$ cat src/rtl/sdc_pkg.sv
package sdc_pkg;

    typedef enum logic [1:0] {
        SC_PLAIN    = 2'd0,
        SC_PRE      = 2'd1,
        SC_POST     = 2'd2,
        SC_MOVEFROM = 2'd3
    } ser_cls_e;

    typedef struct packed {
        logic     vld;
        ser_cls_e cls;
    } q_slot_t;

    typedef struct packed {
        logic take0;
        logic take1;
        logic arm_post;
        logic arm_mf;
    } dec_ctl_t;

    function automatic logic is_serial(ser_cls_e c);
        return c != SC_PLAIN;
    endfunction

    function automatic logic [1:0] grant_count(dec_ctl_t d);
        return {1'b0, d.take0} + {1'b0, d.take1};
    endfunction

endpackage

$ cat src/rtl/sdc_grant.sv
module sdc_grant
    import sdc_pkg::*;
(
    input  logic     clk,
    input  logic     rst,
    input  q_slot_t  s0,
    input  q_slot_t  s1,
    input  logic     prior_done,
    input  logic     flush,
    input  logic     post_blocked,
    input  logic     mf_busy,
    output dec_ctl_t dec
);

    always_comb begin
        dec = '0;
        if (!rst && !flush && !post_blocked && s0.vld) begin
            unique case (s0.cls)
                SC_PLAIN: begin
                    dec.take0 = 1'b1;
                    dec.take1 = s1.vld && !is_serial(s1.cls);
                end
                SC_PRE: begin
                    dec.take0 = prior_done;
                end
                SC_POST: begin
                    dec.take0    = 1'b1;
                    dec.arm_post = 1'b1;
                end
                SC_MOVEFROM: begin
                    dec.take0  = !mf_busy;
                    dec.arm_mf = !mf_busy;
                end
                default: dec = '0;
            endcase
        end
    end

    // a pair grant only ever carries two plain entries
    p_pair_plain_r5: assert property (@(posedge clk) disable iff (rst)
        dec.take1 |-> (s0.cls == SC_PLAIN && s1.cls == SC_PLAIN && dec.take0));

    // presync never leaves the queue while older work is outstanding
    p_presync_hold_r3: assert property (@(posedge clk) disable iff (rst)
        (s0.vld && s0.cls == SC_PRE && !prior_done) |-> !dec.take0);

    // a second move-from is held while one waits
    p_mf_single_r8: assert property (@(posedge clk) disable iff (rst)
        (mf_busy && s0.cls == SC_MOVEFROM) |-> !dec.take0);

endmodule

$ cat src/rtl/sdc_post_block.sv
module sdc_post_block #(
    parameter int TAG_W = 4
) (
    input  logic             clk,
    input  logic             rst,
    input  logic             flush,
    input  logic             arm,
    input  logic [TAG_W-1:0] arm_tag,
    input  logic             cpl_vld,
    input  logic [TAG_W-1:0] cpl_tag,
    output logic             blocked
);

    logic [TAG_W-1:0] held_tag;
    logic             hit;

    assign hit = blocked && cpl_vld && (cpl_tag == held_tag);

    always_ff @(posedge clk) begin
        if (rst) begin
            blocked  <= 1'b0;
            held_tag <= '0;
        end else if (flush) begin
            blocked <= 1'b0;
        end else if (arm) begin
            blocked  <= 1'b1;
            held_tag <= arm_tag;
        end else if (hit) begin
            blocked <= 1'b0;
        end
    end

    // a flush always lifts the block
    p_flush_unblock_r9: assert property (@(posedge clk) disable iff (rst)
        flush |=> !blocked);

    // a block only ends through a completion or a flush
    p_block_release_r4: assert property (@(posedge clk) disable iff (rst)
        (blocked && !flush && !cpl_vld) |=> blocked);

endmodule

$ cat src/rtl/sdc_mf_track.sv
module sdc_mf_track (
    input  logic clk,
    input  logic rst,
    input  logic flush,
    input  logic arm,
    input  logic oldest,
    output logic busy,
    output logic go
);

    always_ff @(posedge clk) begin
        if (rst || flush) begin
            busy <= 1'b0;
            go   <= 1'b0;
        end else begin
            go <= busy && oldest;
            if (busy && oldest)
                busy <= 1'b0;
            else if (arm)
                busy <= 1'b1;
        end
    end

    // the enable follows a waiting entry seen as oldest
    p_go_after_oldest_r7: assert property (@(posedge clk) disable iff (rst)
        go |-> $past(busy && oldest));

    // the enable lasts a single cycle
    p_go_single_r7: assert property (@(posedge clk) disable iff (rst)
        go |=> !go);

    // nothing waiting, nothing started
    p_no_spurious_go_r10: assert property (@(posedge clk) disable iff (rst)
        (!busy && !flush) |=> !go);

endmodule

$ cat src/rtl/ser_dispatch_ctrl.sv
module ser_dispatch_ctrl
    import sdc_pkg::*;
#(
    parameter int TAG_W = 4
) (
    input  logic             clk,
    input  logic             rst,
    input  logic [1:0]       iq_vld,
    input  logic [1:0]       iq_cls0,
    input  logic [1:0]       iq_cls1,
    input  logic [TAG_W-1:0] iq_tag0,
    input  logic             all_prior_done,
    input  logic             flush,
    input  logic             cpl_vld,
    input  logic [TAG_W-1:0] cpl_tag,
    input  logic             rs_mf_oldest,
    output logic [1:0]       dec_grant,
    output logic             mf_exec_en
);

    q_slot_t  s0, s1;
    dec_ctl_t dec;
    logic     post_blocked;
    logic     mf_busy;

    assign s0 = '{vld: iq_vld[0], cls: ser_cls_e'(iq_cls0)};
    assign s1 = '{vld: iq_vld[1], cls: ser_cls_e'(iq_cls1)};

    sdc_grant u_grant (
        .clk          (clk),
        .rst          (rst),
        .s0           (s0),
        .s1           (s1),
        .prior_done   (all_prior_done),
        .flush        (flush),
        .post_blocked (post_blocked),
        .mf_busy      (mf_busy),
        .dec          (dec)
    );

    sdc_post_block #(.TAG_W(TAG_W)) u_post (
        .clk     (clk),
        .rst     (rst),
        .flush   (flush),
        .arm     (dec.arm_post),
        .arm_tag (iq_tag0),
        .cpl_vld (cpl_vld),
        .cpl_tag (cpl_tag),
        .blocked (post_blocked)
    );

    sdc_mf_track u_mf (
        .clk    (clk),
        .rst    (rst),
        .flush  (flush),
        .arm    (dec.arm_mf),
        .oldest (rs_mf_oldest),
        .busy   (mf_busy),
        .go     (mf_exec_en)
    );

    assign dec_grant = grant_count(dec);

    // reset holds both outputs quiet
    always_comb begin
        if (rst) begin
            p_reset_quiet_r1: assert (dec_grant == 2'd0);
        end
    end

    // while the postsync block stands, decode is closed
    p_block_no_grant_r4: assert property (@(posedge clk) disable iff (rst)
        post_blocked |-> (dec_grant == 2'd0));

    // the grant never exceeds the dispatch width
    p_grant_range_r2: assert property (@(posedge clk) disable iff (rst)
        dec_grant != 2'd3);

    // flush cycle grants nothing
    p_flush_no_grant_r9: assert property (@(posedge clk) disable iff (rst)
        flush |-> (dec_grant == 2'd0));

endmodule

$ cat config.mk
export PLATFORM = sky130hd
export DESIGN_NAME = ser_dispatch_ctrl
export DESIGN_NICKNAME = d
export VERILOG_FILES = /design/src/rtl/sdc_pkg.sv /design/src/rtl/sdc_grant.sv /design/src/rtl/sdc_post_block.sv /design/src/rtl/sdc_mf_track.sv /design/src/rtl/ser_dispatch_ctrl.sv
export SDC_FILE = /design/constraint.sdc
export NUM_CORES = 1
export LEC_CHECK = 0
export ABC_CLOCK_PERIOD_IN_PS = 3550
export CAP_MARGIN = 10
export CORE_AREA = 2 2 39 41
export DETAILED_ROUTE_END_ITERATION = 16
export DIE_AREA = 0 0 41 43
export DONT_BUFFER_PORTS = 1
export PLACE_DENSITY_LB_ADDON = 0.15
export SETUP_SLACK_MARGIN = 0.5
export SYNTH_ARGS = -nofsm -noshare
export SYNTH_HDL_FRONTEND = slang
export SYNTH_SLANG_ARGS = --single-unit
$ cat constraint.sdc
create_clock -name clk -period 3.55 [get_ports clk]
set_input_delay 0 -clock clk [delete_from_list [all_inputs] [get_ports clk]]
set_output_delay 0 -clock clk [all_outputs]
set_load 0.02 [all_outputs]
==> impl_results.rst <==
.. list-table::
   :header-rows: 1

   * - Metric
     - Value
   * - Worst hold margin
     - -0.000906 ns
   * - Top cells by area, synth
     - sky130_fd_sc_hd__dfxtp_1 (37%), sky130_fd_sc_hd__a21oi_1 (9.2%), sky130_fd_sc_hd__xor2_1 (6.9%)
   * - Clock insertion delay at the later pin of the skew report
     - 0.26 ns
   * - Antenna violations before repair
     - 0
   * - Number of clock buffers inserted by TritonCTS
     - 3
   * - Antenna Nets Post-Route
     - 0
   * - Count of state elements after synthesis
     - 7
   * - Synth cell types
     - 21
   * - Residual DRC count
     - 0
   * - Pins over their slew limit
     - 0
   * - Post-layout utilization of the core
     - 39.2%
   * - Required time reported for the critical path endpoint
     - 3.75 ns
   * - Slowest-stage cell, CP
     - sky130_fd_sc_hd__nor4b_1
   * - Fraction of power consumed by the clock network
     - 43.3%
   * - Crit Path Class
     - flip-flop to flip-flop
   * - Final Hold Fails
     - 1
   * - Fraction of power spent switching nets
     - 24.0%
   * - Per-instance average area after synthesis
     - 8.67 um2
   * - Vertical die dimension
     - 43 um
   * - Part of the Yosys area used for sequential elements
     - 36.7%
   * - Family with the most delay on the worst path
     - buffers and inverters
   * - Status
     - finished with violations
   * - Power per cell area
     - 325 nW/um2
   * - Fraction of synthesized cell area taken by the top area cell type
     - 36.7%
   * - Pin count of the biggest net entering global routing
     - 8
   * - CTS H-tree lvls
     - 1
   * - WP depth
     - 5
   * - Parity-gate share of the synthesized area counting xor and xnor cells
     - 9.18%
   * - Leakage
     - 0.000204 uW
   * - Largest stage delay on the critical path
     - 0.81 ns
   * - Routed vias
     - 377
   * - Initial drt markers
     - 8
   * - Post-layout nets
     - 81
   * - Comb power frac
     - 11.4%
   * - Share of power burned in registers
     - 45.3%
   * - Diodes inserted
     - 0
   * - Gate Count Post-Synth
     - 44
   * - GRT Overall Usage
     - 12.4%
   * - Area growth, synth to finish
     - 42.3%
   * - Std cell rows
     - 14
   * - Core box area
     - 1380 um2
   * - Nets in the synthesized netlist
     - 65
   * - Worst Setup End Kind
     - flip-flop
   * - Count of endpoints failing setup in the final report
     - 0
   * - Number of global-route vias before repair
     - 364
   * - CP dominant cell by count
     - sky130_fd_sc_hd__dlygate4sd3_1
   * - Post-Route Setup TNS
     - 0 ns
   * - Data arrival, critical path
     - 2.81 ns
   * - Area share of and/or/nand/nor cells after synthesis
     - 27.9%
   * - Highest attainable clock frequency
     - 383 MHz
   * - Top fanout value on the critical path
     - 6
   * - Largest family of logic cells by synthesized area
     - simple AND/OR/NAND/NOR gates
   * - Multiplexer fraction of the synthesized cell area
     - 0%
   * - Actual transition at the worst max-transition pin
     - 0.924 ns
   * - Cell breakdown of the critical path
     - nor4b_1 -> nand4b_1 -> dlygate4sd3_1 -> a21oi_1 -> dlygate4sd3_1
   * - Global-route wire length before repair
     - 1470 um
   * - Clock transition at the register clock pins on the worst setup and hold paths after CTS
     - 0.06 ns
   * - Commonest non-fill, non-tap cell in the layout
     - sky130_fd_sc_hd__dlygate4sd3_1
   * - Largest area contributor in the synthesized netlist
     - sky130_fd_sc_hd__dfxtp_1
   * - CTS tree
     - built
   * - Share of cells above drive strength 1
     - 11.9%
   * - Initial core utilization
     - 27.6%
   * - Grt total ovfl
     - 0
   * - Number of iterations in the first detailed-routing pass
     - 5
   * - Synth Area in Compound Gates
     - 21.6%
   * - Detail-routed via count per cell
     - 5.03
   * - Worst min-delay path class
     - input port to flip-flop
   * - Top-Level Pins
     - 23
   * - Cell chosen for the clock root
     - sky130_fd_sc_hd__clkbuf_4
   * - CTS sink count
     - 7
   * - Maxcap violations
     - 0
   * - Worst max-slew margin expressed relative to the limit
     - 37.6%
   * - Final routed wirelength across all metal layers
     - 940 um
   * - IR Drop Worst-Case VDD
     - 0.000116 V
   * - Cell area after technology mapping
     - 382 um2
   * - Die outline area
     - 1760 um2
   * - Final Cycle Share
     - 73.6%
   * - Routability congestion estimate
     - 0.677
   * - Startpoint types
     - flip-flop
   * - Warnings from Yosys
     - 0
   * - Worst Hold Depth
     - 3
   * - Number of buffer and inverter stages on the critical path
     - 2
   * - Worst-case clock buffer depth
     - 2
   * - Average wire per standard cell
     - 12.5 um
   * - Cell depth of the worst flop-to-flop path
     - 5
   * - Width of the die
     - 41 um
   * - RSZ-0062 raised after global routing
     - false
   * - Failing checks
     - hold timing
   * - IO buf count
     - 0
   * - Commonest cells after routing, fill and taps aside
     - sky130_fd_sc_hd__dlygate4sd3_1 (12), sky130_fd_sc_hd__a21oi_1 (7), sky130_fd_sc_hd__dfxtp_1 (7)
   * - Worst-case clock skew
     - 0.00173 ns
   * - Minimum clock period
     - 2.61 ns
   * - Post-synthesis adder-cell area fraction
     - 3.28%
   * - Sw power
     - 42.3 uW
   * - Internal portion of total power
     - 134 uW
   * - Number of post-CTS setup repair buffers
     - 0
-- per-stage QoR --
stage | power [uW] | area [um2] | std cells | hold WS, ns | setup WS (ns)
6_report | 176 | 543 | 75 | -0.000906 | 0.938
5_1_grt | 183 | 543 | 75 | 0.0176 | 0.714
4_1_cts | 178 | 543 | 75 | 0.000410 | 0.938
3_5_place_dp | 94.2 | 397 | 59 | 0.0744 | 1.92
3_3_place_gp | 94.0 | 397 | 59 | 0.0734 | 2.03
2_1_floorplan | 92.6 | 382 | 44 | 0.0691 | 2.12
-- timing repair --
| item | 4_1_cts | 5_1_grt |
|---|---|---|
| gates resized for setup | 0 | 0 |
| hold endpoints to repair | 7 | 0 |
| hold buffers | 12 | 0 |
-- metal layers --
metal / vias to the layer above / track usage, % / routed length (um)
met3: 2 / 4.19 / 87
met2: 12 / 18.1 / 485
li1: 193 / - / -
met5: - / 0 / 0
met4: 0 / 8.00 / 8
met1: 170 / 14.6 / 358
-- final timing paths --
kind,start,slack (ns),to
worst max-delay path,u_post.blocked,0.94,u_mf.busy
worst min-delay path,iq_cls0[0],-0.0009,u_post.held_tag[2]
worst max register to register,u_post.blocked,0.94,u_mf.busy
worst min register to register,u_post.held_tag[1],0.50,u_post.held_tag[1]
-- layout make-up --
cell class,count,area (um2)
sequential,7,140
timing repair buffer,12,120
clock buffer,4,26.3
fill,149,841
tap,16,20.0
multi-input combinational,36,236
-- power by group through the flow --
stage / clock, uW / sequential (uW) / combinational [uW]
6_report: 76.4 / 79.8 / 20.2
5_1_grt: 80.8 / 79.9 / 22.0
2_1_floorplan: 0 / 81.4 / 11.1
4_1_cts: 77.8 / 79.9 / 20.4
3_3_place_gp: 0 / 81.6 / 12.4
3_5_place_dp: 0 / 81.6 / 12.6
-- flip-flops by register name, summed over array words and instances, names as in the netlist --
register,cells
u_mf.busy,1
u_mf.go,1
u_post.blocked,1
u_post.held_tag,4
-- synthesized netlist by cell type --
cell type / instances
sky130_fd_sc_hd__buf_2: 1
sky130_fd_sc_hd__or4b_2: 1
sky130_fd_sc_hd__dfxtp_1: 7
sky130_fd_sc_hd__nor4b_1: 1
sky130_fd_sc_hd__nand2_1: 2
sky130_fd_sc_hd__nor2b_1: 1
sky130_fd_sc_hd__or2_2: 1
sky130_fd_sc_hd__ha_1: 1
sky130_fd_sc_hd__nand2b_1: 1
sky130_fd_sc_hd__nand3_1: 4
sky130_fd_sc_hd__o21ai_0: 5
sky130_fd_sc_hd__xnor2_1: 1
sky130_fd_sc_hd__a211oi_2: 1
sky130_fd_sc_hd__a21oi_1: 7
sky130_fd_sc_hd__o211a_1: 1
sky130_fd_sc_hd__xor2_1: 3
sky130_fd_sc_hd__nor2_1: 1
sky130_fd_sc_hd__or4b_1: 1
sky130_fd_sc_hd__nand4b_1: 1
sky130_fd_sc_hd__nor3_1: 2
sky130_fd_sc_hd__or2b_2: 1
-- worst reg2reg max path, cell delays in order, from the launching register on --
cell,delay (ns)
sky130_fd_sc_hd__dfxtp_1,0.32
sky130_fd_sc_hd__nor4b_1,0.81
sky130_fd_sc_hd__nand4b_1,0.15
sky130_fd_sc_hd__dlygate4sd3_1,0.59
sky130_fd_sc_hd__a21oi_1,0.13
sky130_fd_sc_hd__dlygate4sd3_1,0.55
-- logic make-up after synthesis --
kind of cell | count (synthesis)
AOI/OAI and AO/OA | 14
xor gates and xnor gates | 4
adders and majority gates | 1
buffers and inverters | 1
DFF | 7
and+or+nand+nor | 17
No activity file was read; power rests on OpenSTA's default activity.
